**src/rtl/bsram_pkg.sv**
```systemverilog
package bsram_pkg;

  // Slot kind for the rising edge currently being processed.
  typedef enum logic {
    SLOT_RD = 1'b0,
    SLOT_WR = 1'b1
  } slot_e;

  // Index of the word a burst starts from.
  function automatic logic first_word(input bit lsb_mode, input logic addr_lsb);
    return lsb_mode ? addr_lsb : 1'b0;
  endfunction

  // Whole rising edges from the read-slot edge to the final pre-launch
  // edge, for an odd latency given in half cycles.
  function automatic int fetch_stages(input int lat_half);
    return (lat_half - 1) / 2;
  endfunction

endpackage

```
**src/rtl/bsram_slot_ctl.sv**
```systemverilog
module bsram_slot_ctl #(
  parameter int ADDR_W         = 6,
  parameter bit START_FROM_LSB = 1'b1,
  localparam int SHIFT         = START_FROM_LSB ? 1 : 0,
  localparam int PAIR_W        = ADDR_W - SHIFT
) (
  input  logic              k,
  input  logic              rst_n,
  input  logic              rd_n,
  input  logic              wr_n,
  input  logic [ADDR_W-1:0] addr,
  output logic              rd_slot,
  output logic              rd_accept,
  output logic              wr_accept,
  output logic              rd_cap_v,
  output logic [PAIR_W-1:0] rd_cap_pair,
  output logic              rd_cap_first,
  output logic              wr_cap_v,
  output logic [PAIR_W-1:0] wr_cap_pair,
  output logic              wr_cap_first
);
  import bsram_pkg::*;

  slot_e             phase;
  logic [PAIR_W-1:0] pair_now;
  logic              first_now;

  assign rd_slot   = (phase == SLOT_RD);
  assign rd_accept = rd_slot & ~rd_n;
  assign wr_accept = ~rd_slot & ~wr_n;
  assign pair_now  = PAIR_W'(addr >> SHIFT);
  assign first_now = first_word(START_FROM_LSB, addr[0]);

  always_ff @(posedge k or negedge rst_n) begin
    if (!rst_n) begin
      phase <= SLOT_RD;
    end else begin
      phase <= rd_slot ? SLOT_WR : SLOT_RD;
    end
  end

  always_ff @(posedge k or negedge rst_n) begin
    if (!rst_n) begin
      rd_cap_v     <= 1'b0;
      rd_cap_pair  <= '0;
      rd_cap_first <= 1'b0;
      wr_cap_v     <= 1'b0;
      wr_cap_pair  <= '0;
      wr_cap_first <= 1'b0;
    end else begin
      rd_cap_v <= rd_accept;
      wr_cap_v <= wr_accept;
      if (rd_accept) begin
        rd_cap_pair  <= pair_now;
        rd_cap_first <= first_now;
      end
      if (wr_accept) begin
        wr_cap_pair  <= pair_now;
        wr_cap_first <= first_now;
      end
    end
  end

endmodule

```
**src/rtl/bsram_array.sv**
```systemverilog
module bsram_array #(
  parameter int PAIR_W = 5,
  parameter int DATA_W = 18,
  localparam int NPAIR = 1 << PAIR_W
) (
  input  logic              k,
  input  logic              rst_n,
  input  logic [DATA_W-1:0] d,
  input  logic              wr_accept,
  input  logic              wr_cap_v,
  input  logic [PAIR_W-1:0] wr_cap_pair,
  input  logic              wr_cap_first,
  input  logic              rd_cap_v,
  input  logic [PAIR_W-1:0] rd_cap_pair,
  input  logic              rd_cap_first,
  output logic              wr_commit,
  output logic              rd_fetch,
  output logic              fetch_v,
  output logic [DATA_W-1:0] fetch_w0,
  output logic [DATA_W-1:0] fetch_w1
);
  logic [DATA_W-1:0] mem [NPAIR][2];
  logic [DATA_W-1:0] word_a;
  logic [DATA_W-1:0] word_b;

  // The pair is committed at the rising edge after the write slot; the
  // pending read of the slot before it has already fetched by then.
  assign wr_commit = wr_cap_v;
  assign rd_fetch  = rd_cap_v;

  always_ff @(posedge k or negedge rst_n) begin
    if (!rst_n) begin
      word_a  <= '0;
      fetch_v <= 1'b0;
    end else begin
      if (wr_accept) word_a <= d;
      fetch_v <= rd_cap_v;
    end
  end

  // The second write word is taken on the falling edge inside the write.
  always_ff @(negedge k or negedge rst_n) begin
    if (!rst_n) begin
      word_b <= '0;
    end else if (wr_cap_v) begin
      word_b <= d;
    end
  end

  always_ff @(posedge k) begin
    if (wr_commit) begin
      mem[wr_cap_pair][wr_cap_first]  <= word_a;
      mem[wr_cap_pair][~wr_cap_first] <= word_b;
    end
    if (rd_fetch) begin
      fetch_w0 <= mem[rd_cap_pair][rd_cap_first];
      fetch_w1 <= mem[rd_cap_pair][~rd_cap_first];
    end
  end

endmodule

```
**src/rtl/bsram_rd_launch.sv**
```systemverilog
module bsram_rd_launch #(
  parameter int DATA_W      = 18,
  parameter int RD_LAT_HALF = 3,
  localparam int NDELAY     = bsram_pkg::fetch_stages(RD_LAT_HALF) - 1
) (
  input  logic              k,
  input  logic              rst_n,
  input  logic              fetch_v,
  input  logic [DATA_W-1:0] fetch_w0,
  input  logic [DATA_W-1:0] fetch_w1,
  output logic [DATA_W-1:0] q,
  output logic              q_en
);
  logic              tail_v;
  logic [DATA_W-1:0] tail_w0;
  logic [DATA_W-1:0] tail_w1;
  logic              en_fall;
  logic              en_rise;
  logic [DATA_W-1:0] q_fall;
  logic [DATA_W-1:0] q_rise;

  if (NDELAY == 0) begin : g_direct
    assign tail_v  = fetch_v;
    assign tail_w0 = fetch_w0;
    assign tail_w1 = fetch_w1;
  end else begin : g_delay
    logic              dv  [NDELAY];
    logic [DATA_W-1:0] dw0 [NDELAY];
    logic [DATA_W-1:0] dw1 [NDELAY];

    always_ff @(posedge k or negedge rst_n) begin
      if (!rst_n) begin
        for (int i = 0; i < NDELAY; i++) begin
          dv[i]  <= 1'b0;
          dw0[i] <= '0;
          dw1[i] <= '0;
        end
      end else begin
        dv[0]  <= fetch_v;
        dw0[0] <= fetch_w0;
        dw1[0] <= fetch_w1;
        for (int i = 1; i < NDELAY; i++) begin
          dv[i]  <= dv[i-1];
          dw0[i] <= dw0[i-1];
          dw1[i] <= dw1[i-1];
        end
      end
    end

    assign tail_v  = dv[NDELAY-1];
    assign tail_w0 = dw0[NDELAY-1];
    assign tail_w1 = dw1[NDELAY-1];
  end

  always_ff @(negedge k or negedge rst_n) begin
    if (!rst_n) begin
      en_fall <= 1'b0;
      q_fall  <= '0;
    end else begin
      en_fall <= tail_v;
      q_fall  <= tail_v ? tail_w0 : '0;
    end
  end

  always_ff @(posedge k or negedge rst_n) begin
    if (!rst_n) begin
      en_rise <= 1'b0;
      q_rise  <= '0;
    end else begin
      en_rise <= tail_v;
      q_rise  <= tail_v ? tail_w1 : '0;
    end
  end

  // The high phase shows the rise-launched word, the low phase the other.
  assign q    = k ? q_rise : q_fall;
  assign q_en = k ? en_rise : en_fall;

endmodule

```
**src/rtl/dual_edge_burst_sram.sv**
```systemverilog
module dual_edge_burst_sram #(
  parameter int ADDR_W         = 6,
  parameter int DATA_W         = 18,
  parameter bit START_FROM_LSB = 1'b1,
  parameter int RD_LAT_HALF    = 3,
  localparam int PAIR_W        = START_FROM_LSB ? ADDR_W - 1 : ADDR_W
) (
  input  logic              k,
  input  logic              rst_n,
  input  logic              rd_n,
  input  logic              wr_n,
  input  logic [ADDR_W-1:0] addr,
  input  logic [DATA_W-1:0] d,
  output logic [DATA_W-1:0] q,
  output logic              q_en,
  output logic              cq,
  output logic              cq_n
);
  logic              rd_slot;
  logic              rd_accept;
  logic              wr_accept;
  logic              rd_cap_v;
  logic [PAIR_W-1:0] rd_cap_pair;
  logic              rd_cap_first;
  logic              wr_cap_v;
  logic [PAIR_W-1:0] wr_cap_pair;
  logic              wr_cap_first;
  logic              wr_commit;
  logic              rd_fetch;
  logic              fetch_v;
  logic [DATA_W-1:0] fetch_w0;
  logic [DATA_W-1:0] fetch_w1;

  bsram_slot_ctl #(
    .ADDR_W(ADDR_W),
    .START_FROM_LSB(START_FROM_LSB)
  ) u_slot (
    .k(k), .rst_n(rst_n), .rd_n(rd_n), .wr_n(wr_n), .addr(addr),
    .rd_slot(rd_slot), .rd_accept(rd_accept), .wr_accept(wr_accept),
    .rd_cap_v(rd_cap_v), .rd_cap_pair(rd_cap_pair), .rd_cap_first(rd_cap_first),
    .wr_cap_v(wr_cap_v), .wr_cap_pair(wr_cap_pair), .wr_cap_first(wr_cap_first)
  );

  bsram_array #(
    .PAIR_W(PAIR_W),
    .DATA_W(DATA_W)
  ) u_array (
    .k(k), .rst_n(rst_n), .d(d), .wr_accept(wr_accept),
    .wr_cap_v(wr_cap_v), .wr_cap_pair(wr_cap_pair), .wr_cap_first(wr_cap_first),
    .rd_cap_v(rd_cap_v), .rd_cap_pair(rd_cap_pair), .rd_cap_first(rd_cap_first),
    .wr_commit(wr_commit), .rd_fetch(rd_fetch),
    .fetch_v(fetch_v), .fetch_w0(fetch_w0), .fetch_w1(fetch_w1)
  );

  bsram_rd_launch #(
    .DATA_W(DATA_W),
    .RD_LAT_HALF(RD_LAT_HALF)
  ) u_launch (
    .k(k), .rst_n(rst_n), .fetch_v(fetch_v),
    .fetch_w0(fetch_w0), .fetch_w1(fetch_w1),
    .q(q), .q_en(q_en)
  );

  assign cq   = k;
  assign cq_n = ~k;

endmodule

```
**config.mk**
```make
export PLATFORM = sky130hd
export DESIGN_NAME = dual_edge_burst_sram
export DESIGN_NICKNAME = d
export VERILOG_FILES = /design/src/rtl/bsram_pkg.sv /design/src/rtl/bsram_slot_ctl.sv /design/src/rtl/bsram_array.sv /design/src/rtl/bsram_rd_launch.sv /design/src/rtl/dual_edge_burst_sram.sv
export SDC_FILE = /design/constraint.sdc
export NUM_CORES = 1
export LEC_CHECK = 0
export BUFFER_PORTS_ARGS = -buffer_cell sky130_fd_sc_hd__buf_2
export CORE_ASPECT_RATIO = 1.2
export CORE_MARGIN = 5
export CORE_UTILIZATION = 40
export CTS_CLUSTER_DIAMETER = 100
export DETAILED_ROUTE_END_ITERATION = 10
export GPL_TIMING_DRIVEN = 0
export PLACE_DENSITY = 0.54
export SLEW_MARGIN = 40
export SYNTH_ARGS = -nofsm -noshare
export SYNTH_HDL_FRONTEND = slang
export SYNTH_HIERARCHICAL = 1
export SYNTH_SLANG_ARGS = --single-unit
```
**constraint.sdc**
```tcl
create_clock -name k -period 3.8 [get_ports k]
set_input_delay 0.76 -clock k [delete_from_list [all_inputs] [get_ports k]]
set_output_delay 0.76 -clock k [all_outputs]
set_load 0.05 [all_outputs]
```
==> reports/metrics.cfg <==
[min_path]
hp-class = in -> reg

[layout]
nFillCells = 10500
fin_cells = 4839
nNetsFinal = 3108
design_area_um2 = 58900
synthToLayoutAreaGrowth_pct = 17.4
layout-drive-gt1-share_pct = 17.6

[critical_path]
cp_slowest_cell = dfrtn_1
critical_path.cell_chain = mux2_4, buf_6
startpoint_type = flop
endpoint_kind = output pin
cp_top_family = flip-flops
critPathMaxStageDelay_ps = 330
cp_max_fo = 1
worstPathRequired_ps = 3040
cp.arrival_ps = 3510
crit_type = reg -> out
path_buf_inv = 1

[sta]
relSlewSlack_pct = 39.5
finalWorstSetupSlack_ps = -471
setup_viol = 19
rsz0062_at_grt = yes
clock-skew-final_ps = 60.0
timing.hold.ws_ps = 156
maxSlewViolCount = 0
hold_viol = 0
tightest_slew_ps = 908

[pwr]
static-leakage-power_nw = 21.0
p_seq_share_pct = 47.8
p_per_area_nw_per_um2 = 567
power_frac_comb_pct = 9.5
p_sw_w = 0.00840
switching_share_pct = 25.2
ir_drop_mv = 0.340
clkPwrFrac_pct = 42.7
p_int_w = 0.0250

[clock_network]
clkTransAtPathRegs_ps = 60
insertion_delay_ps = 860
cts_tree = yes

[synth]
syn_area_um2 = 50200
syn-mean-instance-area_um2 = 17.8
synth_warnings = 6
postSynthCellCount = 2813
syn-num-nets = 2841

[global_route]
grt_pass1_vias = 27600
grt_pass1_wl_um = 194000
antenna_found_initial = 2
grt_max_degree = 62
grt_usage_pct = 20.4
grt-ovfl-total = 0

[floorplanning]
num_rows = 142
die_h_um = 398
start_util_pct = 40.2
dieArea_um2 = 133000
coreArea_um2 = 125000
io_pins = 49
die-width_um = 333

[drt]
ant_nets = 0
post_drt_wl_per_cell_um = 28.1
drc = 0
via_per_inst = 5.51
vias = 26700
first_iter_violations = 2310
firstDrtPassIters = 5
wl_um = 136000

[status]
status = finished with violations
violations = negative setup slack

[place]
placed_area_um2 = 54400
gp_congestion = 0.862
dp_hpwl_um = 92500
detailedPlace.worstSlack_ps = 115
dp.cells = 4592
io_buffers = 48

[run]
cap_violations = 0

==> repair_timing <==
action	in CTS	in global routing
hold buffers	1	0
resized for setup	50	2
endpoints found under the hold margin	15	0
endpoints found under the setup margin	21	19
buffers inserted	1	0
==> per-layer routing <==
metal | GRT usage [%] | vias to the layer above | share of wire, %
met5 | 0 | - | 0
met4 | 8.35 | 0 | 3.8
met3 | 4.09 | 268 | 5.8
met2 | 35.6 | 912 | 51
met1 | 25.0 | 13800 | 39
li1 | - | 11700 | -
==> layout make-up <==
type	instances	area, µm²	share of cell area [%]
antenna	3	7.51	0.0127
buffer	164	1180	2.00
clock buffer	203	4070	6.91
clock inverter	62	542	0.919
inverter	3	11.3	0.0191
multi-input combinational	1366	11300	19.2
sequential	1278	37900	64.4
tap	1656	2070	3.52
timing repair buffer	104	1780	3.02
==> registers in the layout (all words and copies together), names as in the netlist <==
signal	flops
u_array/mem	1152
u_array/fetch_w0	18
u_array/fetch_w1	18
u_array/word_a	18
u_array/word_b	18
u_launch/q_fall	18
u_launch/q_rise	18
u_slot/rd_cap_pair	5
u_slot/wr_cap_pair	5
u_array/fetch_v	1
u_launch/en_fall	1
u_launch/en_rise	1
u_slot/phase	1
u_slot/rd_cap_first	1
u_slot/rd_cap_v	1
u_slot/wr_cap_first	1
u_slot/wr_cap_v	1
==> cells in the final DEF (no fill, tap or decap), types with 3 or more instances in the layout <==
| cell | instances |
|---|---|
| nand2b_1 | 4 |
| clkinv_2 | 23 |
| buf_1 | 7 |
| nand3b_1 | 5 |
| a21oi_1 | 36 |
| dfrtn_1 | 37 |
| inv_6 | 6 |
| buf_2 | 49 |
| clkbuf_2 | 6 |
| nand2_1 | 147 |
| clkbuf_1 | 90 |
| buf_16 | 40 |
| clkbuf_16 | 145 |
| edfxtp_1 | 1188 |
| o22ai_1 | 72 |
| a22oi_1 | 288 |
| clkbuf_8 | 5 |
| buf_12 | 13 |
| nor2_4 | 33 |
| or3b_2 | 3 |
| diode_2 | 3 |
| clkinv_1 | 18 |
| inv_1 | 4 |
| bufinv_16 | 9 |
| buf_8 | 40 |
| dfrtp_1 | 52 |
| mux2i_1 | 576 |
| and2_1 | 37 |
| buf_6 | 42 |
| mux2_2 | 84 |
| nor3_1 | 36 |
| clkbuf_4 | 4 |
| mux2_4 | 19 |
| buf_4 | 29 |
| nor2_1 | 19 |
==> power groups by stage <==
stage | registers [W] | logic (W) | clock network, W
final | 0.0160 | 0.00318 | 0.0143
after global routing | 0.0160 | 0.00336 | 0.0152
after CTS | 0.0160 | 0.00319 | 0.0147
after detailed placement | 0.0162 | 0.00318 | 0.000918
after global placement | 0.0162 | 0.00309 | 0.000918
after floorplan | 0.0162 | 0.00186 | 0.000832
==> stage by stage <==
stage	total power, W	utilization [%]	setup TNS [ps]
finish	0.0334	47.2	-8190
global route	0.0345	47.2	-9260
CTS	0.0338	47.2	-9270
detailed placement	0.0203	43.6	0
global placement	0.0202	42.1	-1267840
floorplan	0.0189	-	0
==> path summary, 6_finish.rpt <==
path | start | endpoint | slack, ps | depth (start not counted)
max | u_launch/q_fall[1] | q[1] | -470 | 2
min | addr[3] | u_slot/rd_cap_pair[2] | 160 | 2
max reg2reg | u_slot/rd_cap_pair[1] | u_array/fetch_w1[10] | 70 | 9
min reg2reg | u_array/fetch_w1[9] | u_launch/q_rise[9] | 450 | 1
max in group asynchronous | rst_n | u_launch/q_fall[0] | 920 | 3
min in group asynchronous | rst_n | u_slot/phase | 350 | 2
(Power assumes the default switching activity.)
